[src/rtl/evt_timer_pkg.sv]
// Package evt_timer_pkg
// Shared register offsets and field widths for the match-compare timer.
// Assumes byte offsets fit in 8 bits; the top widens them to its address bus.
package evt_timer_pkg;
    localparam int          DIV_CODE_W = 2;
    localparam logic [7:0]  OFS_MATCH  = 8'h00;
    localparam logic [7:0]  OFS_COUNT  = 8'h04;
    localparam logic [7:0]  OFS_CTRL   = 8'h08;
    localparam logic [7:0]  OFS_CLEAR  = 8'h0C;
    localparam logic [7:0]  OFS_DIV    = 8'h34;

    typedef logic [DIV_CODE_W-1:0] div_code_t;

    typedef struct packed {
        logic restart;   // bit 1: zero the count on a compare hit
        logic run;       // bit 0: count enable
    } ctrl_t;
endpackage

[src/rtl/evt_tick_div.sv]
// Module evt_tick_div
// Prescaler that emits a one-cycle tick every code_i+1 cycles while run_i is 1.
// Assumes code_i changes only together with reload_i. The phase is held at 0
// while stopped and is restarted by reload_i, so the first tick always comes
// one full period after either event.
module evt_tick_div
    import evt_timer_pkg::*;
(
    input  logic      clk,
    input  logic      rst_n,
    input  logic      run_i,
    input  logic      reload_i,
    input  div_code_t code_i,
    output logic      tick_o
);
    div_code_t phase_q;

    // Phase counter: hold at zero when stopped or reloaded, else cycle 0..code_i.
    always_ff @(posedge clk) begin
        if (!rst_n) begin
            phase_q <= '0;
        end else if (!run_i || reload_i) begin
            phase_q <= '0;
        end else if (phase_q == code_i) begin
            phase_q <= '0;
        end else begin
            phase_q <= phase_q + 1'b1;
        end
    end

    assign tick_o = run_i && (phase_q == code_i);

    AST_TICK_GAP: assert property (@(posedge clk) disable iff (!rst_n)
        (tick_o && code_i != '0 && !reload_i) |=> !tick_o);
endmodule

[src/rtl/evt_match_cnt.sv]
// Module evt_match_cnt
// Counter with compare and event pulse. It steps on tick_i, zeroes on clr_i,
// optionally restarts on a compare hit, and pulses irq_o once per new hit.
// Assumes tick_i is only high while run_i is high.
module evt_match_cnt #(
    parameter int CNT_W = 32
) (
    input  logic             clk,
    input  logic             rst_n,
    input  logic             tick_i,
    input  logic             run_i,
    input  logic             restart_i,
    input  logic             clr_i,
    input  logic [CNT_W-1:0] match_i,
    output logic [CNT_W-1:0] count_o,
    output logic             irq_o
);
    logic [CNT_W-1:0] count_q;
    logic             hit;
    logic             hit_q;
    logic             irq_q;

    assign hit = run_i && (count_q == match_i);

    // Count register: clear has priority, then restart-on-hit, then increment.
    always_ff @(posedge clk) begin
        if (!rst_n) begin
            count_q <= '0;
        end else if (clr_i) begin
            count_q <= '0;
        end else if (tick_i) begin
            if (restart_i && count_q == match_i) begin
                count_q <= '0;
            end else begin
                count_q <= count_q + 1'b1;
            end
        end
    end

    // Event edge detector: pulse once when the hit condition first appears.
    always_ff @(posedge clk) begin
        if (!rst_n) begin
            hit_q <= 1'b0;
            irq_q <= 1'b0;
        end else begin
            hit_q <= hit;
            irq_q <= hit && !hit_q;
        end
    end

    assign count_o = count_q;
    assign irq_o   = irq_q;

    AST_IRQ_ONE_CYCLE: assert property (@(posedge clk) disable iff (!rst_n)
        irq_q |=> !irq_q);
    AST_IRQ_HAS_CAUSE: assert property (@(posedge clk) disable iff (!rst_n)
        irq_q |-> $past(run_i && count_q == match_i));
    AST_HOLD_NO_TICK: assert property (@(posedge clk) disable iff (!rst_n)
        (!tick_i && !clr_i) |=> $stable(count_q));
    AST_CLEAR_ZERO: assert property (@(posedge clk) disable iff (!rst_n)
        clr_i |=> count_q == '0);
    AST_RESTART_ZERO: assert property (@(posedge clk) disable iff (!rst_n)
        (tick_i && restart_i && count_q == match_i) |=> count_q == '0);
    AST_WRAP_ZERO: assert property (@(posedge clk) disable iff (!rst_n)
        (tick_i && count_q == '1) |=> count_q == '0);
endmodule

[src/rtl/evt_timer.sv]
// Module evt_timer
// Top of the match-compare timer: register decode and readback, plus the
// prescaler and counter instances. Writes take effect at the strobe's clock
// edge, and read data follows bus_addr combinationally. Assumes
// CNT_W <= DATA_W and ADDR_W >= 6.
module evt_timer
    import evt_timer_pkg::*;
#(
    parameter int ADDR_W = 8,
    parameter int DATA_W = 32,
    parameter int CNT_W  = 32
) (
    input  logic              clk,
    input  logic              rst_n,
    input  logic [ADDR_W-1:0] bus_addr,
    input  logic              bus_wr,
    input  logic [DATA_W-1:0] bus_wdata,
    output logic [DATA_W-1:0] bus_rdata,
    output logic              irq_o
);
    localparam logic [ADDR_W-1:0] A_MATCH = ADDR_W'(OFS_MATCH);
    localparam logic [ADDR_W-1:0] A_COUNT = ADDR_W'(OFS_COUNT);
    localparam logic [ADDR_W-1:0] A_CTRL  = ADDR_W'(OFS_CTRL);
    localparam logic [ADDR_W-1:0] A_CLEAR = ADDR_W'(OFS_CLEAR);
    localparam logic [ADDR_W-1:0] A_DIV   = ADDR_W'(OFS_DIV);

    logic [CNT_W-1:0] match_q;
    ctrl_t            ctrl_q;
    div_code_t        div_q;
    logic [CNT_W-1:0] count;
    logic             tick;
    logic             wr_match, wr_ctrl, wr_clear, wr_div, wr_mapped;

    // Write decode, one strobe per mapped offset.
    assign wr_match  = bus_wr && (bus_addr == A_MATCH);
    assign wr_ctrl   = bus_wr && (bus_addr == A_CTRL);
    assign wr_clear  = bus_wr && (bus_addr == A_CLEAR);
    assign wr_div    = bus_wr && (bus_addr == A_DIV);
    assign wr_mapped = wr_match || wr_ctrl || wr_clear || wr_div
                       || (bus_wr && bus_addr == A_COUNT);

    // Configuration registers: compare value, control bits, prescaler code.
    always_ff @(posedge clk) begin
        if (!rst_n) begin
            match_q <= '1;
            ctrl_q  <= '0;
            div_q   <= '0;
        end else begin
            if (wr_match) match_q <= bus_wdata[CNT_W-1:0];
            if (wr_ctrl)  ctrl_q  <= ctrl_t'(bus_wdata[1:0]);
            if (wr_div)   div_q   <= bus_wdata[DIV_CODE_W-1:0];
        end
    end

    // Read mux: mapped registers zero-extended, everything else reads 0.
    always_comb begin
        bus_rdata = '0;
        case (bus_addr)
            A_MATCH: bus_rdata = DATA_W'(match_q);
            A_COUNT: bus_rdata = DATA_W'(count);
            A_CTRL:  bus_rdata = DATA_W'(ctrl_q);
            A_DIV:   bus_rdata = DATA_W'(div_q);
            default: bus_rdata = '0;
        endcase
    end

    evt_tick_div u_div (
        .clk      (clk),
        .rst_n    (rst_n),
        .run_i    (ctrl_q.run),
        .reload_i (wr_div),
        .code_i   (div_q),
        .tick_o   (tick)
    );

    evt_match_cnt #(.CNT_W(CNT_W)) u_cnt (
        .clk       (clk),
        .rst_n     (rst_n),
        .tick_i    (tick),
        .run_i     (ctrl_q.run),
        .restart_i (ctrl_q.restart),
        .clr_i     (wr_clear),
        .match_i   (match_q),
        .count_o   (count),
        .irq_o     (irq_o)
    );

    AST_UNMAPPED_WRITE: assert property (@(posedge clk) disable iff (!rst_n)
        (bus_wr && !wr_mapped) |=> ($stable(match_q) && $stable(ctrl_q) && $stable(div_q)));
    AST_STOPPED_NO_IRQ: assert property (@(posedge clk) disable iff (!rst_n)
        (!ctrl_q.run && !$past(ctrl_q.run)) |-> !irq_o);
endmodule

[config.mk]
export PLATFORM = sky130hd
export DESIGN_NAME = evt_timer
export DESIGN_NICKNAME = d
export VERILOG_FILES = /design/src/rtl/evt_timer_pkg.sv /design/src/rtl/evt_tick_div.sv /design/src/rtl/evt_match_cnt.sv /design/src/rtl/evt_timer.sv
export SDC_FILE = /design/constraint.sdc
export NUM_CORES = 1
export LEC_CHECK = 0
export CAP_MARGIN = 20
export CORE_MARGIN = 4
export CORE_UTILIZATION = 50
export DETAILED_ROUTE_END_ITERATION = 10
export HOLD_SLACK_MARGIN = 0.03
export PLACE_DENSITY_LB_ADDON = 0.08
export SKIP_CTS_REPAIR_TIMING = 1
export SYNTH_ARGS = -nofsm -noshare
export SYNTH_HDL_FRONTEND = slang
export SYNTH_HIERARCHICAL = 1
export SYNTH_SLANG_ARGS = --single-unit
[constraint.sdc]
create_clock -name clk -period 2.4 [get_ports clk]
set_clock_uncertainty 0.05 [all_clocks]
set_input_delay 0.36 -clock clk [delete_from_list [all_inputs] [get_ports clk]]
set_output_delay 0.36 -clock clk [all_outputs]
set_load 0.05 [all_outputs]
# After elaboration in Yosys (flattened, before gate mapping)
# Index checks and enable logic that the tools add are counted.
# totals
in_bits	43
wordCells	33
register_bits	72
# op_classes
bitwise	1
n_reduce_logical	14
add_sub_neg	2
n_eq_ne	6
n_mux	2
# op_table
cell	n
$pmux W32 S4	1
$add A32 B1 Y32 const B	1
$eq A32 B32 Y1	1
$mux W32	1
$eq A8 B4 Y1 const B	2
$eq A8 B3 Y1 const B	1
$eq A8 B6 Y1 const B	1
$logic_and A1 B1 Y1	8
$logic_not A8 Y1	1
$reduce_or A3 Y1	1
$add A2 B1 Y2 const B	1
$eq A2 B2 Y1	1
$logic_not A1 Y1	2
$reduce_or A2 Y1	1
$logic_or A1 B1 Y1	1
$not A1 Y1	1

# Logic depth before layout (Yosys ltp)
# Gate-level depths: netlist of the first run.
# depth
word_depth	4
depth_mapped	9
ltp_nobuf	7

# By module
# Netlist of the first run, hierarchy kept.
# by_module_without_submodules
module	n_inst	area_per_inst_um2	cells_each
evt_timer	1	1901.8	221
evt_match_cnt	1	1884.3	221
evt_tick_div	1	97.6	9

# Worst setup path after synthesis of the first run
# OpenSTA, ideal clock, no wires.
# synth_path
path_kind	input -> output
start	in bus_addr[1]
end	out bus_rdata[10]
setup_slack_ns	0.134
path_stages	5
arrival_ns	1.856
path_buffers	2
cell_sequence	nor4_1 > and2_0 > buf_2 > buf_4 > a22o_1
# synth_between
elab_chain_cells	2
# synth_rtl
element	line	text
start: declaration	evt_timer.sv:15	input logic [ADDR_W-1:0] bus_addr,
$eq A8 B6 Y1, or another cell as far along	evt_timer.sv:58	case (bus_addr)
$pmux W32 S4 (*)	evt_timer.sv:58	
end: declaration	evt_timer.sv:18	output logic [DATA_W-1:0] bus_rdata,
# Every way passes the cells marked *; elsewhere a longest branch is shown, timed or not.

# Worst setup path after layout of the first run
# layout_path
start	reg u_cnt.count_q[1], in the netlist u_cnt/count_o[1]
end	out bus_rdata[1]
# layout_between
elab_chain_cells	1
# layout_rtl
element	line	text
start: declaration	evt_match_cnt.sv:18	logic [CNT_W-1:0] count_q;
start signal: assignment	evt_match_cnt.sv:35	count_q <= count_q + 1'b1;
$pmux W32 S4	evt_timer.sv:58	
# Every way passes these cells.

==> results of run 1 <==
-- routing by layer --
metal | up-vias | global-route usage, % | routed length [um]
met5 | - | 0 | 0
met4 | 0 | 10.9 | 217
met3 | 17 | 3.91 | 816
met2 | 140 | 39.3 | 5550
met1 | 1776 | 33.3 | 5050
li1 | 1812 | - | -
-- final cells by class --
type                    count  area, sq um
clock inverters             3         65.1
clock buffers              13          149
multi-input cells         308         2340
flip-flops and latches     72         1440
well taps                  99          124
fillers                   488         1680
inverters                  39          146
repair buffers            117         1460
-- kinds of logic (layout without fill, tap and decap cells) --
group / count (synthesis) / count (layout) / synth area share (%)
simple gates: 165 / 165 / 23.4
flops: 72 / 72 / 37.1
mux: 4 / 4 / 1.03
buf+inv: 71 / 172 / 8.28
xor+xnor: 62 / 62 / 14.0
compound gates: 76 / 76 / 15.9
fa+ha+maj: 1 / 1 / 0.322
-- flip-flops by register name (all words and copies together) (netlist names) --
| register | cells |
|---|---|
| u_cnt/count_o | 32 |
| div_q | 2 |
| u_div/phase_q | 2 |
| ctrl_q | 2 |
| match_q | 32 |
| u_cnt/irq_o | 1 |
| u_cnt/hit_q | 1 |
-- worst max-delay path: cells and delay by family, from the launching register on --
| kind | cells | cell delay, ns |
|---|---|---|
| simple gates | 1 | 0.51 |
| flops | 1 | 0.38 |
| buf+inv | 1 | 0.14 |
| compound gates | 2 | 0.57 |
-- final timing paths --
path / end / startpoint / depth (start not counted)
worst min register to register: u_cnt/irq_o / u_cnt/hit_q / 1
worst min-delay path: u_cnt/irq_o / u_cnt/hit_q / 1
worst max register to register: u_cnt/count_o[18] / u_cnt/count_o[11] / 7
worst max-delay path: bus_rdata[1] / u_cnt/count_o[1] / 4
-- power breakdown --
group          switching [mW]  internal, mW
sequential            0.00249          1.20
clock                   0.453         0.614
combinational          0.0861         0.101
total                   0.541          1.91
-- synth_stat cells, types with 4 or more instances --
cell	n	share of area, %
a21oi_1	4	0.52
a22o_1	30	6.8
and3_1	5	0.81
buf_4	6	1.2
buf_6	4	1.2
clkbuf_1	20	1.9
dfxtp_1	72	37
inv_1	39	3.8
mux2i_1	4	1.0
nand2_1	22	2.1
nand3_1	16	2.1
nand4_1	45	7.2
nor2_1	37	3.6
nor2_2	5	0.81
nor3_1	5	0.64
nor4_1	9	1.4
o211ai_1	33	6.4
xnor2_1	26	5.9
xor2_1	36	8.1
-- per-stage QoR --
stage / total power [mW] / hold WS, ns / worst slack [ns] / std cells
6_report: 2.45 / 0.346 / 0.0247 / 651
5_1_grt: 2.53 / 0.363 / -0.0304 / 651
4_1_cts: 2.45 / 0.347 / -0.262 / 649
3_5_place_dp: 1.41 / 0.337 / -0.248 / 633
3_3_place_gp: 1.41 / 0.333 / -0.229 / 633
2_1_floorplan: 1.28 / 0.323 / 0.134 / 451
==> flow_summary.ini, run 1 <==
[synth]
ys_ff_latch = 72
ys.flop_type = dfxtp_1
synth_cell_types = 43
synth_area_sq_um = 3880
async_flop_share_pct = 0
synthCells = 451
avgSynthCellArea_sq_um = 8.61
syn-num-nets = 495
yosysWarningCount = 6
yosysSeqAreaShare_pct = 37.1
synth_edf_count = 0

[final_layout]
final_area_sq_um = 5730
antennaDiodeCount = 0
final_common_cell = dfxtp_1
syn2layout_area_growth_pct = 47.5
drive_gt1_share_pct = 23.7
final_nets = 591
final_util_pct = 77.3
final_cell_mix = dfxtp_1 (70), nand4_1 (45), inv_1 (39)

[die]
ioPinCount = 76
rows = 31
die_area_sq_um = 9240
chipWidth_um = 96.1
die_y_um = 96.1
initial_utilization_pct = 52.4
core_sq_um = 7410

[worst_setup_path]
critPathCaptureType = output port
start_kind = flop
crit_type = flop to output port
cp_cell_sequence = or3b_2, a2111oi_4, a211o_1, buf_12
worstPathMaxFanout = 5
critPathMaxStageDelay_ns = 0.51
required_ns = 1.99
worst-endpoint-arrival_ns = 1.97
crit_slowest_cell = or3b_2
rrSetupSlack_ns = 0.09

[cts]
clk_pin_slew_ns = 0.07
cts_tree = built
clock_tree.buffer_depth = 2
numCtsBuffers = 9
clkSinkCount = 72
h-tree-depth = 3
root_buffer = clkbuf_8
clk_latency_ns = 0.36

[grt]
antenna_found_initial = 0
overflow = 0
grt_usage_pct = 24.8
grt_pass1_vias = 3546
grt_first_pass_wirelength_um = 17500
grt_max_degree = 34

[placement]
place_area_sq_um = 5230
io_buffers = 75
gp_congestion = 0.815
dp_hpwl_um = 8130

[pwr]
peakVddDrop_v = 0.000300
power.density_nw_per_um2 = 428
p_leak_nw = 2.35

[routing]
ant_nets = 0
vias = 3745
viasPerCell = 5.75
drt_iter0_drc = 233
drt_pre_antenna_iters = 5
detail_route.wl_per_cell_um = 17.9
drt-total-wl_um = 11600
drc = 0

[timing]
relSlewSlack_pct = 66.8
period_minus_slack_ns = 2.38
finalSetupViolCount = 0
drv_slew = 0
fmax_mhz = 421
finalSetupTns_ns = 0
tightest_slew_ns = 0.497
min_period_over_period_pct = 99.0
hold_violations = 0

[outcome]
outcome = completed

[flow_run]
cap_viol_max_count = 0

[worst_hold_path]
min_path_type = flop to flop
Note: power is estimated with default switching activity, not from simulation.
==> run 2: changes to the inputs <==
--- a/config.mk
+++ b/config.mk
@@ -7,11 +7,12 @@
 export LEC_CHECK = 0
 export CAP_MARGIN = 20
 export CORE_MARGIN = 4
-export CORE_UTILIZATION = 50
+export CORE_UTILIZATION = 45
 export DETAILED_ROUTE_END_ITERATION = 10
 export HOLD_SLACK_MARGIN = 0.03
 export PLACE_DENSITY_LB_ADDON = 0.08
 export SKIP_CTS_REPAIR_TIMING = 1
+export SLEW_MARGIN = 20
 export SYNTH_ARGS = -nofsm -noshare
 export SYNTH_HDL_FRONTEND = slang
 export SYNTH_HIERARCHICAL = 1
==> flow_summary.ini, run 2 (synthesis gave the netlist of run 1 again) <==
[timing]
tightest_slew_ns = 0.492
finalSetupViolCount = 0
hold_violations = 0
period_minus_slack_ns = 2.34
rsz0062_at_grt = false
relSlewSlack_pct = 67.1
drv_slew = 0
fmax_mhz = 428
fin_ws_ns = 0.0615
min_period_over_period_pct = 97.4

[worst_setup_path]
path_delay_family = compound AO/OA/AOI/OAI gates
worstPathMaxFanout = 3
crit_type = flop to output port
critPathCaptureType = output port
critPathMaxStageDelay_ns = 0.40
r2r_cells = 7
required_ns = 1.99
crit_slowest_cell = or3b_4
rrSetupSlack_ns = 0.13
timing.rr.start = u_cnt/count_o[15]
cp_cell_sequence = or3b_4, a2111oi_4, buf_4, a211o_1, buf_12
worst-endpoint-arrival_ns = 1.93
path_buf_inv = 2
start_kind = flop
r2r_end = u_cnt/count_o[3]

[pwr]
p_leak_nw = 2.51
clock_power_share_pct = 39.9
power.density_nw_per_um2 = 385
pwr-share-comb_pct = 8.6
seq_power_share_pct = 51.6
p_switching_mw = 0.551
internal-power_mw = 1.77
peakVddDrop_v = 0.000358
p_sw_share_pct = 23.7

[routing]
drt-total-wl_um = 12200
drt_pre_antenna_iters = 6
ant_nets = 0
viasPerCell = 5.71
drt_iter0_drc = 236
detail_route.wl_per_cell_um = 18.1
drc = 0
vias = 3829

[worst_hold_path]
holdPathStages = 1
hold_end = u_cnt/irq_o
worstHoldStart = u_cnt/hit_q
min_path_type = flop to flop

[grt]
antenna_found_initial = 0
overflow = 0
grt_max_degree = 34
grt_pass1_vias = 3654
grt_first_pass_wirelength_um = 18100
grt_usage_pct = 22.4

[cts]
cts_tree = built
numCtsBuffers = 9
clkSinkCount = 72
root_buffer = clkbuf_8
clk_pin_slew_ns = 0.08
clock_tree.buffer_depth = 2
clk_latency_ns = 0.35
h-tree-depth = 3

[final_layout]
fillerInstances = 619
final_nets = 606
final_util_pct = 72.8
final_common_cell = dfxtp_1
final_cell_mix = dfxtp_1 (70), nand4_1 (45), buf_4 (42)
syn2layout_area_growth_pct = 55.7
antennaDiodeCount = 0
drive_gt1_share_pct = 27.6

[die]
die_area_sq_um = 10200
ioPinCount = 76
die_y_um = 101
chipWidth_um = 101
core_sq_um = 8300
rows = 33
initial_utilization_pct = 46.8

[placement]
dp_hpwl_um = 8190
gp_congestion = 0.878
io_buffers = 75
dp_slack_ns = -0.319

[outcome]
outcome = completed

[flow_run]
cap_viol_max_count = 0
==> run 2: through the flow <==
step | cells | power [mW] | hold WS [ns] | instance area [sq um] | setup TNS (ns)
after floorplan | 451 | 1.28 | 0.323 | 3880 | 0
after CTS | 663 | 2.33 | 0.357 | 5510 | -7.28
after global placement | 648 | 1.41 | 0.346 | 5320 | -8.45
after detailed placement | 648 | 1.41 | 0.357 | 5320 | -9.93
final | 671 | 2.33 | 0.370 | 6050 | 0
after global routing | 671 | 2.40 | 0.372 | 6050 | 0
==> run 2: final cells by class <==
cell class / count / area [sq um] / share of cell area, %
inverters: 39 / 146 / 2.42
clock buffers: 9 / 124 / 2.05
well taps: 105 / 131 / 2.17
repair buffers: 132 / 1700 / 28.0
multi-input cells: 308 / 2440 / 40.4
flip-flops and latches: 72 / 1440 / 23.9
clock inverters: 6 / 61.3 / 1.01
==> run 2: routing by layer <==
metal / vias up / wire, um / share of wire (%) / GRT usage, %
met5: - / 0 / 0 / 0
met4: 0 / 197 / 1.6 / 6.03
met3: 21 / 717 / 5.9 / 4.29
met2: 121 / 5910 / 49 / 36.5
met1: 1839 / 5330 / 44 / 30.3
li1: 1848 / - / - / -
==> run 2: worst reg2reg max path: cells and delay by family, from the launching register on <==
kind,cells,cell delay (ns)
XOR/XNOR,1,0.13
flip-flops,1,0.45
buffers and inverters,1,0.19
AO/OA/AOI/OAI,1,0.22
AND/OR/NAND/NOR,4,1.12
==> run 2: worst max path at each step <==
stage | from | slack (ns) | cells past startpoint | to
after floorplan | bus_addr[1] | 0.13 | 5 | bus_rdata[10]
after global placement | bus_addr[4] | -0.26 | 6 | bus_rdata[19]
after global routing | u_cnt/count_o[1] | 0.01 | 4 | bus_rdata[1]
after CTS | bus_addr[4] | -0.32 | 6 | bus_rdata[0]
final | u_cnt/count_o[0] | 0.06 | 5 | bus_rdata[0]
after detailed placement | bus_addr[4] | -0.32 | 6 | bus_rdata[0]
==> run 2: power by group through the flow <==
stage                     registers [mW]  logic (mW)  clock network, mW
after floorplan                     1.23      0.0572                  0
after global placement              1.23       0.184                  0
after detailed placement            1.23       0.186                  0
after CTS                           1.20       0.188              0.943
after global routing                1.20       0.210              0.991
final                               1.20       0.199              0.927
==> run 3: changes to the inputs <==
--- a/config.mk
+++ b/config.mk
@@ -5,6 +5,7 @@
 export SDC_FILE = /design/constraint.sdc
 export NUM_CORES = 1
 export LEC_CHECK = 0
+export ABC_AREA = 1
 export CAP_MARGIN = 20
 export CORE_MARGIN = 4
 export CORE_UTILIZATION = 45
@@ -17,3 +18,4 @@
 export SYNTH_HDL_FRONTEND = slang
 export SYNTH_HIERARCHICAL = 1
 export SYNTH_SLANG_ARGS = --single-unit
+export TNS_END_PERCENT = 20
==> flow_summary.ini, run 3 <==
[cts]
h-tree-depth = 3
clock_tree.buffer_depth = 2
clk_latency_ns = 0.36
root_buffer = clkbuf_8
clkSinkCount = 72
clk_pin_slew_ns = 0.08
cts_tree = built
numCtsBuffers = 9

[final_layout]
fillerInstances = 993
final_common_cell = nand2_1
final_area_sq_um = 5910
drive_gt1_share_pct = 15.4
final_nets = 799
final_cell_mix = nand2_1 (222), nand3_1 (85), nor2_1 (74)
final_cells = 893
syn2layout_area_growth_pct = 30.1
antennaDiodeCount = 0

[placement]
place_area_sq_um = 5750
placed_cells_incl_taps = 877
io_buffers = 75
dp_hpwl_um = 9640
gp_congestion = 0.854

[worst_setup_path]
worst-endpoint-arrival_ns = 1.89
r2r_end = u_cnt/count_o[14]
r2r_cells = 12
critPathCaptureType = output port
start_kind = input port
worstPathMaxFanout = 28
timing.rr.start = div_q[1]
crit_type = input port to output port
required_ns = 1.99
rrSetupSlack_ns = 0.27

[timing]
fmax_mhz = 436
rsz0062_at_grt = false
hold_violations = 0
tightest_slew_ns = 0.519
relSlewSlack_pct = 65.3
finalSetupViolCount = 0
min_period_over_period_pct = 95.6
finalSetupTns_ns = 0
drv_slew = 0
period_minus_slack_ns = 2.30

[pwr]
seq_power_share_pct = 53.7
clock_power_share_pct = 38.4
finalPower_mw = 2.23
p_switching_mw = 0.547
pwr-share-comb_pct = 7.9
p_leak_nw = 2.60
power.density_nw_per_um2 = 377
peakVddDrop_v = 0.000184
internal-power_mw = 1.68
p_sw_share_pct = 24.6

[die]
die_y_um = 108
chipWidth_um = 108
die_area_sq_um = 11800
initial_utilization_pct = 46.3
rows = 36
ioPinCount = 76
core_sq_um = 9820

[synth]
synth_area_sq_um = 4540
synth_area_leader_cell = dfxtp_1
ys_ff_latch = 72
yosysSeqAreaShare_pct = 31.7
syn-num-nets = 725
yosysWarningCount = 6
synthCells = 681
synth_cell_types = 28
async_flop_share_pct = 0
avgSynthCellArea_sq_um = 6.67
synthTopCellsByArea = dfxtp_1 (32%), nand2_1 (18%), nand3_1 (9.4%), nand3_2 (6.8%), nor2_1 (6.1%)
yosysMostFrequentCell = nand2_1
synth_edf_count = 0
ys.flop_type = dfxtp_1
yosysTopAreaCellShare_pct = 31.7
synth_commonest_cells = nand2_1 (222), nand3_1 (85), nor2_1 (74)

[worst_hold_path]
hold_end = u_cnt/irq_o
min_path_type = flop to flop
worstHoldStart = u_cnt/hit_q
holdPathStages = 1

[routing]
drt-total-wl_um = 12400
vias = 4385
drt_pre_antenna_iters = 5
drc = 0
drt_iter0_drc = 227
viasPerCell = 4.91
ant_nets = 0
detail_route.wl_per_cell_um = 13.8

[grt]
overflow = 0
grt_pass1_vias = 4267
grt_usage_pct = 22.3
antenna_found_initial = 0
grt_first_pass_wirelength_um = 20500
grt_max_degree = 32

[outcome]
outcome = completed

[flow_run]
cap_viol_max_count = 0
==> run 3: changes by cell type in the layout (fill, tap and decap cells not counted), sizes merged, moves of 8 or more <==
cell and delta:
a22o -30, buf -34, dlymetal6s2s -8, inv +34
nand2 +207, nand3 +100, nand4 -34, nor2 +41
nor3 +9, nor4 -11, o211ai -33, xor2 -18
==> run 3: power by group through the flow <==
stage / Combinational (mW) / Sequential (mW) / Clock [mW]
6_report: 0.175 / 1.20 / 0.857
5_1_grt: 0.187 / 1.20 / 0.925
4_1_cts: 0.177 / 1.20 / 0.881
3_5_place_dp: 0.176 / 1.22 / 0
3_3_place_gp: 0.174 / 1.22 / 0
2_1_floorplan: 0.0690 / 1.22 / 0
==> run 3: logic make-up after synthesis <==
logic type	count (synthesis)	share of synthesized area [%]
fa+ha+maj	1	0.275
buf+inv	102	10.8
simple gates	454	47.7
flops	72	31.7
compound gates	7	0.798
xor+xnor	45	8.67
==> run 3: per-layer routing <==
metal  GRT usage, %  wire length [um]  up-vias  share of wire (%)
met5              0                 0        -                  0
met4           7.57               182        0                1.5
met3           3.04               527       12                4.3
met2           36.6              5940       85                 48
met1           30.1              5720     2021                 46
li1               -                 -     2267                  -
==> run 3: worst max-delay path, cell delays in order <==
cell and delay (ns):
clkdlybuf4s50_1 0.44, nor2_4 0.15, nand3_2 0.10, nor2_4 0.24, buf_12 0.22, nand2_1 0.10
nand2_1 0.12, buf_12 0.14
==> run 3: how the worst max path moves through the flow <==
stage,start,to,slack (ns)
after global placement,bus_addr[7],bus_rdata[17],0.13
after detailed placement,bus_addr[7],bus_rdata[18],0.1
after global routing,bus_addr[7],bus_rdata[18],0.01
final,bus_addr[1],bus_rdata[18],0.10
after CTS,bus_addr[7],bus_rdata[18],0.1
after floorplan,bus_addr[5],bus_rdata[12],0.63
==> run 3: layout make-up <==
type                    instances  area (sq um)  share of cell area [%]
well taps                     133           166                    2.81
clock inverters                 4          20.0                   0.339
inverters                      73           274                    4.63
clock buffers                  12           145                    2.45
multi-input cells             507          2610                    44.1
flip-flops and latches         72          1440                    24.4
repair buffers                 92          1260                    21.2
==> run 3: metrics by stage <==
stage / utilization (%) / hold WS, ns / setup WS, ns
CTS: 60.2 / 0.353 / 0.0965
detailed placement: 58.5 / 0.342 / 0.0990
global placement: 58.5 / 0.338 / 0.133
floorplan: - / 0.325 / 0.630
global route: 60.2 / 0.381 / 0.0104
finish: 60.2 / 0.348 / 0.105
